===== config.mk =====
export PLATFORM = sky130hd
export DESIGN_NAME = wdg_reset_pulse_gen
export DESIGN_NICKNAME = d
export VERILOG_FILES = /design/src/rtl/wdg_pkg.sv /design/src/rtl/wdg_kick_detect.sv /design/src/rtl/wdg_period_sel.sv /design/src/rtl/wdg_tick_count.sv /design/src/rtl/wdg_reset_pulse_gen.sv
export SDC_FILE = /design/constraint.sdc
export NUM_CORES = 1
export LEC_CHECK = 0
export ABC_AREA = 1
export BUFFER_PORTS_ARGS = -buffer_cell sky130_fd_sc_hd__buf_4
export CAP_MARGIN = 20
export CORE_MARGIN = 2
export CORE_UTILIZATION = 57
export DETAILED_ROUTE_END_ITERATION = 8
export PLACE_DENSITY_LB_ADDON = 0.25
export RECOVER_POWER = 100
export SYNTH_ARGS = -nofsm -noshare
export SYNTH_HDL_FRONTEND = slang
export SYNTH_SLANG_ARGS = --single-unit
export TNS_END_PERCENT = 5

===== constraint.sdc =====
create_clock -name clk -period 2.8 [get_ports clk]
set_input_delay 0.14 -clock clk [delete_from_list [all_inputs] [get_ports clk]]
set_output_delay 0.14 -clock clk [all_outputs]
set_load 0.1 [all_outputs]

===== src/rtl/wdg_pkg.sv =====
package wdg_pkg;

    typedef enum logic [2:0] {
        ST_HOLD    = 3'd0,
        ST_RST_TMO = 3'd1,
        ST_WD_LONG = 3'd2,
        ST_WD_NORM = 3'd3,
        ST_WD_OFF  = 3'd4
    } wdg_state_e;

    typedef enum logic [1:0] {
        MODE_EXT      = 2'b00,
        MODE_FAST     = 2'b01,
        MODE_SLOW     = 2'b10,
        MODE_SLOW_ALT = 2'b11
    } wdg_mode_e;

    function automatic int max_of3(input int a, input int b, input int c);
        int m;
        m = (a > b) ? a : b;
        return (m > c) ? m : c;
    endfunction

endpackage


===== src/rtl/wdg_kick_detect.sv =====
module wdg_kick_detect #(
    parameter int SYNC_STAGES = 2
) (
    input  logic clk,
    input  logic rst_ni,
    input  logic wdi,
    output logic kick
);
    logic [SYNC_STAGES-1:0] sync_q;
    logic                   prev_q;

    generate
        for (genvar i = 0; i < SYNC_STAGES; i++) begin : g_sync
            if (i == 0) begin : g_first
                always_ff @(posedge clk or negedge rst_ni) begin
                    if (!rst_ni) sync_q[0] <= 1'b0;
                    else         sync_q[0] <= wdi;
                end
            end else begin : g_next
                always_ff @(posedge clk or negedge rst_ni) begin
                    if (!rst_ni) sync_q[i] <= 1'b0;
                    else         sync_q[i] <= sync_q[i-1];
                end
            end
        end
    endgenerate

    always_ff @(posedge clk or negedge rst_ni) begin
        if (!rst_ni) prev_q <= 1'b0;
        else         prev_q <= sync_q[SYNC_STAGES-1];
    end

    assign kick = sync_q[SYNC_STAGES-1] ^ prev_q;

endmodule


===== src/rtl/wdg_period_sel.sv =====
module wdg_period_sel
    import wdg_pkg::*;
#(
    parameter int CW                = 13,
    parameter int EXT_RST_TICKS     = 2048,
    parameter int EXT_WD_TICKS      = 1024,
    parameter int EXT_WD_1ST_TICKS  = 4096,
    parameter int FAST_RST_TICKS    = 200,
    parameter int FAST_WD_TICKS     = 100,
    parameter int FAST_WD_1ST_TICKS = 1600,
    parameter int SLOW_RST_TICKS    = 200,
    parameter int SLOW_WD_TICKS     = 1600
) (
    input  logic [1:0]    mode,
    output logic [CW-1:0] rst_len,
    output logic [CW-1:0] wd_len,
    output logic [CW-1:0] wd_1st_len
);
    always_comb begin
        unique case (wdg_mode_e'(mode))
            MODE_EXT: begin
                rst_len    = CW'(EXT_RST_TICKS);
                wd_len     = CW'(EXT_WD_TICKS);
                wd_1st_len = CW'(EXT_WD_1ST_TICKS);
            end
            MODE_FAST: begin
                rst_len    = CW'(FAST_RST_TICKS);
                wd_len     = CW'(FAST_WD_TICKS);
                wd_1st_len = CW'(FAST_WD_1ST_TICKS);
            end
            MODE_SLOW, MODE_SLOW_ALT: begin
                rst_len    = CW'(SLOW_RST_TICKS);
                wd_len     = CW'(SLOW_WD_TICKS);
                wd_1st_len = CW'(SLOW_WD_TICKS);
            end
            default: begin
                rst_len    = CW'(SLOW_RST_TICKS);
                wd_len     = CW'(SLOW_WD_TICKS);
                wd_1st_len = CW'(SLOW_WD_TICKS);
            end
        endcase
    end

endmodule


===== src/rtl/wdg_tick_count.sv =====
module wdg_tick_count #(
    parameter int CW = 13
) (
    input  logic          clk,
    input  logic          rst_ni,
    input  logic          clr,
    input  logic          inc,
    output logic [CW-1:0] cnt
);
    localparam logic [CW-1:0] CNT_TOP = '1;

    logic [CW-1:0] cnt_q;

    always_ff @(posedge clk or negedge rst_ni) begin
        if (!rst_ni)                      cnt_q <= '0;
        else if (clr)                     cnt_q <= '0;
        else if (inc && cnt_q != CNT_TOP) cnt_q <= cnt_q + 1'b1;
    end

    assign cnt = cnt_q;

endmodule


===== src/rtl/wdg_reset_pulse_gen.sv =====
module wdg_reset_pulse_gen
    import wdg_pkg::*;
#(
    parameter int SYNC_STAGES       = 2,
    parameter int EXT_RST_TICKS     = 2048,
    parameter int EXT_WD_TICKS      = 1024,
    parameter int EXT_WD_1ST_TICKS  = 4096,
    parameter int FAST_RST_TICKS    = 200,
    parameter int FAST_WD_TICKS     = 100,
    parameter int FAST_WD_1ST_TICKS = 1600,
    parameter int SLOW_RST_TICKS    = 200,
    parameter int SLOW_WD_TICKS     = 1600
) (
    input  logic       clk,
    input  logic       rst_ni,
    input  logic       tick,
    input  logic       low_line,
    input  logic       wdi,
    input  logic       wdi_float,
    input  logic       batt_mode,
    input  logic [1:0] tmo_mode,
    output logic       rst_n,
    output logic       rst,
    output logic       wdo_n
);
    localparam int MAXP = max_of3(
        max_of3(EXT_RST_TICKS, EXT_WD_TICKS, EXT_WD_1ST_TICKS),
        max_of3(FAST_RST_TICKS, FAST_WD_TICKS, FAST_WD_1ST_TICKS),
        max_of3(SLOW_RST_TICKS, SLOW_WD_TICKS, 1));
    localparam int CW = $clog2(MAXP + 1);

    wdg_state_e    state_q, state_d;
    logic          kick;
    logic          wd_off;
    logic          cnt_clr;
    logic          fault_set;
    logic          fault_q;
    logic [CW-1:0] cnt_q;
    logic [CW-1:0] rst_len, wd_len, wd_1st_len, watch_len;

    wdg_kick_detect #(.SYNC_STAGES(SYNC_STAGES)) u_kick (
        .clk    (clk),
        .rst_ni (rst_ni),
        .wdi    (wdi),
        .kick   (kick)
    );

    wdg_period_sel #(
        .CW                (CW),
        .EXT_RST_TICKS     (EXT_RST_TICKS),
        .EXT_WD_TICKS      (EXT_WD_TICKS),
        .EXT_WD_1ST_TICKS  (EXT_WD_1ST_TICKS),
        .FAST_RST_TICKS    (FAST_RST_TICKS),
        .FAST_WD_TICKS     (FAST_WD_TICKS),
        .FAST_WD_1ST_TICKS (FAST_WD_1ST_TICKS),
        .SLOW_RST_TICKS    (SLOW_RST_TICKS),
        .SLOW_WD_TICKS     (SLOW_WD_TICKS)
    ) u_sel (
        .mode       (tmo_mode),
        .rst_len    (rst_len),
        .wd_len     (wd_len),
        .wd_1st_len (wd_1st_len)
    );

    wdg_tick_count #(.CW(CW)) u_cnt (
        .clk    (clk),
        .rst_ni (rst_ni),
        .clr    (cnt_clr),
        .inc    (tick && !cnt_clr),
        .cnt    (cnt_q)
    );

    assign wd_off    = wdi_float || batt_mode;
    assign watch_len = (state_q == ST_WD_LONG) ? wd_1st_len : wd_len;

    // State register
    always_ff @(posedge clk or negedge rst_ni) begin
        if (!rst_ni) state_q <= ST_HOLD;
        else         state_q <= state_d;
    end

    // Next state, counter clear and expiry
    always_comb begin
        state_d   = state_q;
        cnt_clr   = 1'b0;
        fault_set = 1'b0;
        if (low_line) begin
            state_d = ST_HOLD;
            cnt_clr = 1'b1;
        end else begin
            unique case (state_q)
                ST_HOLD: begin
                    state_d = ST_RST_TMO;
                    cnt_clr = 1'b1;
                end
                ST_RST_TMO: begin
                    if (tick && cnt_q >= rst_len - 1'b1) begin
                        state_d = ST_WD_LONG;
                        cnt_clr = 1'b1;
                    end
                end
                ST_WD_LONG, ST_WD_NORM: begin
                    if (wd_off) begin
                        state_d = ST_WD_OFF;
                        cnt_clr = 1'b1;
                    end else if (kick) begin
                        state_d = ST_WD_NORM;
                        cnt_clr = 1'b1;
                    end else if (tick && cnt_q >= watch_len - 1'b1) begin
                        state_d   = ST_RST_TMO;
                        cnt_clr   = 1'b1;
                        fault_set = 1'b1;
                    end
                end
                ST_WD_OFF: begin
                    cnt_clr = 1'b1;
                    if (!wd_off) state_d = ST_WD_NORM;
                end
                default: begin
                    state_d = ST_HOLD;
                    cnt_clr = 1'b1;
                end
            endcase
        end
    end

    // Latched fault: set on expiry, cleared by a kick or a disable condition
    always_ff @(posedge clk or negedge rst_ni) begin
        if (!rst_ni)                 fault_q <= 1'b0;
        else if (low_line || wd_off) fault_q <= 1'b0;
        else if (kick)               fault_q <= 1'b0;
        else if (fault_set)          fault_q <= 1'b1;
    end

    // Outputs
    always_comb begin
        rst_n = 1'b0;
        rst   = 1'b1;
        unique case (state_q)
            ST_HOLD, ST_RST_TMO:             rst   = 1'b1;
            ST_WD_LONG, ST_WD_NORM, ST_WD_OFF: rst_n = 1'b1;
            default:                         rst   = 1'b1;
        endcase
        if (state_q inside {ST_WD_LONG, ST_WD_NORM, ST_WD_OFF}) rst = 1'b0;
        wdo_n = !fault_q;
    end

endmodule


==> flow_metrics.tcl, run 1 <==
set metrics [dict create \
    synth_cells 228 \
    synth_area_leaders "dfrtp_1 (32%), nand2_1 (15%), ha_1 (13%)" \
    io_buffer_count 11 \
    row_count 19 \
    p_switching_mw 0.335 \
    max_stage_delay_ns 0.39 \
    worst_pin_slew_ns 1.16 \
    clock_latency_ns 0.29 \
    timing.hold.ws_ns 0.0514 \
    path_cells "inv_1 > nor2_2 > inv_1 > nor2_1 > or2_2 > inv_1 > nand2_1 > inv_1 > ha_1 > nand2_1 > nor2_1 > nor2_1 > nand2_1 > nand2_1 > nand3_1 > nand2_1 > nand2_1 > nand2_2 > nand2_4 > nor2_1" \
    drive_gt1_frac 0.0947 \
    fillers 271 \
    vdd_drop_max_mv 0.385 \
    gr-usage-all-layers 0.224 \
    cp_max_fo 11 \
    synth_cell_types 25 \
    hp-start "low_line" \
    route.vias.total 1370 \
    switching_share 0.437 \
    worstReg2RegStart "state_q[1]$_DFFE_PN0P_" \
    rsz0062_at_grt "false" \
    critPathRequiredTime_ns 3.03 \
    yosysSeqAreaShare 0.320 \
    antenna_found_initial 0 \
    timing.final.crit_share 0.855 \
    wire_per_inst_um 11.4 \
    syn2layout_area_growth_pct 9.43 \
    cts_buffers 3 \
    drc 0 \
    startpoint "state_q[1]$_DFFE_PN0P_" \
    timing.fmax_ghz 0.418 \
    root_buffer "clkbuf_4" \
    die_area_um2 3180 \
    power.density_nw_per_um2 448 \
    path_class "reg -> reg" \
    diodes 0 \
    place.gp.congestion 0.924 \
    finalWorstPathRequiredPeriod_ns 2.39 \
    ioPinCount 12 \
    cts-htree-levels 1 \
    dr.pass1.iters 4 \
    crit_arrival_ns 2.62 \
    start_util 0.583 \
    placed_cell_area_um2 1680 \
    worst-path-buf-inv 4 \
    cp_slowest_cell "dfrtp_1" \
    max-slew-margin-rel 0.230 \
    drt_iter0_drc 47 \
    grt_pass1_wl_um 5650 \
    netlist_top_cells_count "nand2_1 (63), nor2_1 (47), inv_1 (29)" \
    coreArea_um2 2690 \
    overflow 0 \
    grt_max_degree 21 \
    grt_pass1_vias 1314 \
    synth.most_common_cell "nand2_1" \
    synth.avg_cell_area_um2 6.87 \
    hold_path.class "in -> reg" \
    crit_family "simple AND/OR/NAND/NOR gates" \
    nNetsFinal 270 \
    ys.flop_type "dfrtp_1" \
    r2r_slack_ns 0.41 \
    wirelength_um 3110 \
    fin_setup_tns_ns 0 \
    die_x_um 56.4 \
    ys_ff_latch 20 \
    slew_violations 0 \
    synth_area_um2 1570 \
    die_h_um 56.4 \
    final_area_um2 1710 \
    worstRegToRegCells 20 \
    clock-sinks 20 \
    clkTransAtPathRegs_ns 0.10 \
    pwr-share-comb 0.409 \
    worstReg2RegEnd "u_cnt.cnt[8]$_DFFE_PN0P_" \
    status "completed" \
    hold_depth 2 \
    hold_end "fault_q$_DFFE_PN0P_" \
    synth.largest_area_cell "dfrtp_1" \
    final_hold_viol_count 0 \
    critPathCaptureType "flip-flop" \
    synth_edf_count 0 \
    skew_ns 0.00646 \
    drv_cap 0 \
    viasPerCell 5.00 \
    leakage_nw 0.904 \
    cts_buffer_depth 2 \
    syn_nets 253 \
    setup_viol 0 \
    crit_path_start_kind "flip-flop" \
    crit_top_cell "nand2_1" \
    p_clk_frac 0.164 \
    antenna_left 0 \
    synth_top_area_frac 0.320 \
    intPower_mw 0.432 \
    power_frac_seq 0.427 \
    synthArstFlopShare 1.00 \
    yosysWarningCount 0 \
    place_hpwl_um 2570 \
    cts_tree "built" \
]
[through the flow]
step	cells	worst slack [ns]	power, mW	util
2_1_floorplan	228	0.553	0.589	-
3_3_place_gp	269	0.399	0.648	0.625
3_5_place_dp	269	0.294	0.650	0.625
4_1_cts	274	0.286	0.780	0.640
5_1_grt	274	0.0483	0.827	0.638
6_report	274	0.406	0.767	0.638
[how the worst max path moves through the flow]
stage,endpoint,depth (start not counted)
after detailed placement,u_cnt.cnt[8]$_DFFE_PN0P_,19
after global placement,u_cnt.cnt[9]$_DFFE_PN0P_,19
after global routing,u_cnt.cnt[4]$_DFFE_PN0P_,20
after CTS,u_cnt.cnt[9]$_DFFE_PN0P_,19
after floorplan,u_cnt.cnt[4]$_DFFE_PN0P_,20
final,u_cnt.cnt[8]$_DFFE_PN0P_,20
[power groups by stage]
| stage | clock [mW] | combinational [mW] | sequential (mW) |
|---|---|---|---|
| after global placement | 0 | 0.316 | 0.332 |
| final | 0.126 | 0.314 | 0.327 |
| after detailed placement | 0 | 0.318 | 0.332 |
| after CTS | 0.132 | 0.322 | 0.326 |
| after floorplan | 0 | 0.262 | 0.328 |
| after global routing | 0.143 | 0.351 | 0.332 |
[worst reg2reg max path, delay by kind of cell (launching register included)]
family | cells | cell delay (ns)
buf+inv | 4 | 0.37
simple gates | 15 | 1.33
flops | 1 | 0.39
fa+ha+maj | 1 | 0.25
[layout make-up]
type / instances / area, µm² / area share
clock buffers: 3 / 22.5 / 0.0131
inverters: 30 / 115 / 0.0672
multi-input cells: 177 / 948 / 0.554
flip-flops and latches: 20 / 500 / 0.292
well taps: 31 / 38.8 / 0.0226
repair buffers: 13 / 87.6 / 0.0511
[registers in the layout (all words and copies together), names as in the netlist]
register       count
u_kick.prev_q      1
fault_q            1
state_q            3
u_cnt.cnt         13
u_kick.sync_q      2
[cells in the final DEF (no fill, tap or decap), types with 4 or more instances in the layout]
cell / n
xor2_1: 7
buf_4: 6
clkbuf_4: 4
nand3_1: 11
o21ai_0: 5
clkbuf_1: 4
nor2_2: 5
ha_1: 16
nand2_1: 63
nor2_1: 45
nand4_1: 6
dfrtp_1: 20
inv_1: 29
[kinds of logic (layout without fill, tap and decap cells)]
group                      after synthesis  count (layout)  share of synthesized area
adders and majority gates               16              16                      0.128
AOI/OAI and AO/OA                       13              13                     0.0488
other                                    1               1                    0.00240
buffers and inverters                   31              46                     0.0807
DFF                                     20              20                      0.320
and+or+nand+nor                        139             139                      0.376
xor gates and xnor gates                 8               8                     0.0448
[metal layers]
metal / GRT usage / part of all wire / up-vias
li1: - / - / 748
met1: 0.326 / 0.52 / 604
met4: 0.0612 / 0.0061 / 0
met2: 0.358 / 0.45 / 16
met3: 0.0207 / 0.023 / 2
met5: 0 / 0 / -
[what timing repair did]
action / in CTS / in global routing
hold endpoints to repair: 21 / 0
gates resized for setup: 0 / 2
hold buffers: 2 / 0
setup endpoints to repair: 0 / 11
buffers inserted: 0 / 0
No activity file was read; power rests on OpenSTA's default activity.
==> inputs of run 2 (changes only) <==
--- a/config.mk
+++ b/config.mk
@@ -8,9 +8,11 @@
 export ABC_AREA = 1
 export BUFFER_PORTS_ARGS = -buffer_cell sky130_fd_sc_hd__buf_4
 export CAP_MARGIN = 20
+export CORE_ASPECT_RATIO = 1.5
 export CORE_MARGIN = 2
 export CORE_UTILIZATION = 57
 export DETAILED_ROUTE_END_ITERATION = 8
+export MAX_ROUTING_LAYER = met4
 export PLACE_DENSITY_LB_ADDON = 0.25
 export RECOVER_POWER = 100
 export SYNTH_ARGS = -nofsm -noshare
==> run 2 against run 1 <==
Register-to-register slack got worse by 0.10 ns. Maximum frequency decreased by 4.0%. Total power rose by 11%. Critical path depth stayed put. Largest power group unchanged.
==> flow_metrics.tcl, run 2 (synthesis results as in run 1) <==
set metrics [dict create \
    cp_slowest_cell "dfrtp_1" \
    clkTransAtPathRegs_ns 0.07 \
    die_h_um 68.2 \
    layout_commonest_cell "nand2_1" \
    pre_cts_ws_ns 0.261 \
    wire_per_inst_um 11.1 \
    startpoint "state_q[1]$_DFFE_PN0P_" \
    final_hold_viol_count 0 \
    finish.utilization 0.660 \
    diodes 0 \
    cts_buffer_depth 2 \
    cp_max_fo 11 \
    critPathRequiredTime_ns 2.99 \
    nNetsFinal 270 \
    cts_buffers 3 \
    hold_path.class "in -> reg" \
    worstReg2RegStart "state_q[1]$_DFFE_PN0P_" \
    vdd_drop_max_mv 0.558 \
    place.gp.congestion 0.888 \
    crit_end "u_cnt.cnt[0]$_DFFE_PN0P_" \
    antenna_found_initial 0 \
    cts-htree-levels 1 \
    antenna_left 0 \
    slew_violations 0 \
    skew_ns 0.00210 \
    power.density_nw_per_um2 487 \
    root_buffer "clkbuf_8" \
    row_count 23 \
    largest_reg_flops 13 \
    setup_viol 0 \
    start_util 0.591 \
    crit_arrival_ns 2.68 \
    drt_iter0_drc 15 \
    drive_gt1_frac 0.0984 \
    drc 0 \
    crit_path_start_kind "flip-flop" \
    timing.final.crit_share 0.891 \
    path_class "reg -> reg" \
    route.vias.total 1416 \
    drv_cap 0 \
    status "completed" \
    timing.fmax_ghz 0.401 \
    leakage_nw 0.916 \
    worst_pin_slew_ns 1.19 \
    io_buffer_count 11 \
    crit_top_cell "nand2_1" \
    finalWorstPathRequiredPeriod_ns 2.49 \
    die_x_um 46.8 \
    coreArea_um2 2650 \
    layout_common_cells "nand2_1 (63), nor2_1 (45), inv_1 (29)" \
    worstReg2RegEnd "u_cnt.cnt[0]$_DFFE_PN0P_" \
    path_cells "inv_1 > nor2_2 > inv_1 > nor2_1 > or2_2 > inv_1 > nand2_1 > inv_1 > ha_1 > nand2_1 > nor2_1 > nor2_1 > nand2_1 > nand2_1 > nand3_1 > nand2_1 > nand2_1 > nand2_2 > nand2_2 > nor2_1" \
    dr.pass1.iters 4 \
    worstRegToRegCells 20 \
    place_hpwl_um 2540 \
    critPathCaptureType "flip-flop" \
    viasPerCell 5.04 \
    grt_max_degree 21 \
    totalPowerFinal_mw 0.851 \
    hp-start "low_line" \
    clock_latency_ns 0.26 \
    r2r_slack_ns 0.31 \
    wirelength_um 3130 \
    cts_tree "built" \
    max-slew-margin-rel 0.212 \
    gr-usage-all-layers 0.247 \
    grt_pass1_wl_um 5440 \
    grt_pass1_vias 1378 \
    die_area_um2 3190 \
    syn2layout_area_growth_pct 11.7 \
    clock-sinks 20 \
    fin_setup_tns_ns 0 \
    setup_slack_ns 0.306 \
    ioPinCount 12 \
    max_stage_delay_ns 0.38 \
    overflow 0 \
    rsz0062_at_grt "false" \
]
==> run 2: cell types whose count changed in the layout (fill, tap and decap cells not counted) <==
| cell | previous run | this run |
|---|---|---|
| clkbuf_4 | 4 | 1 |
| clkbuf_8 | 0 | 4 |
| nand2_2 | 3 | 4 |
| nand2_4 | 2 | 1 |
==> run 2: through the flow <==
stage | hold WS, ns | area, µm² | instances
5_1_grt | 0.0737 | 1750 | 281
3_5_place_dp | 0.0305 | 1690 | 275
4_1_cts | 0.0817 | 1760 | 281
6_report | 0.0801 | 1750 | 281
2_1_floorplan | -0.156 | 1570 | 228
3_3_place_gp | 0.0306 | 1690 | 275
==> run 2: layout make-up <==
cell class	count	area, µm²
multi-input cells	177	943
fillers	270	900
flip-flops and latches	20	500
inverters	30	115
repair buffers	13	87.6
clock buffers	4	55.1
well taps	37	46.3
==> run 2: timing repair <==
item	CTS	global route
hold buffers	2	0
setup buffers	0	0
resized for setup	0	1
endpoints found under the setup margin	0	11
hold endpoints to repair	21	0
==> run 2: power by group <==
part	internal [mW]	switching, mW	total, mW
Combinational	0.0721	0.235	0.307
Sequential	0.309	0.0196	0.329
Clock	0.125	0.0907	0.216
Total	0.506	0.345	0.851
==> run 2: worst max-delay path: cells and delay by family, from the launching register on <==
kind / cells / cell delay [ns]
buffers and inverters: 4 / 0.37
AND/OR/NAND/NOR: 15 / 1.44
adder cells (fa/ha/maj): 1 / 0.25
flip-flops: 1 / 0.38
==> run 2: how the worst min path moves through the flow <==
stage,slack [ns],depth (start not counted),end
after floorplan,-0.16,0,fault_q$_DFFE_PN0P_
after global placement,0.03,1,u_cnt.cnt[0]$_DFFE_PN0P_
after global routing,0.07,2,fault_q$_DFFE_PN0P_
after detailed placement,0.03,1,u_cnt.cnt[1]$_DFFE_PN0P_
final,0.08,2,fault_q$_DFFE_PN0P_
after CTS,0.08,2,fault_q$_DFFE_PN0P_
==> run 2: layer usage <==
metal | share of wire | vias up | wire, µm | GRT usage
met5 | 0 | - | 0 | -
met4 | 0.027 | 0 | 86 | 0.128
met3 | 0.018 | 8 | 56 | 0.0185
met2 | 0.54 | 21 | 1680 | 0.449
met1 | 0.42 | 641 | 1310 | 0.253
li1 | - | 746 | - | -
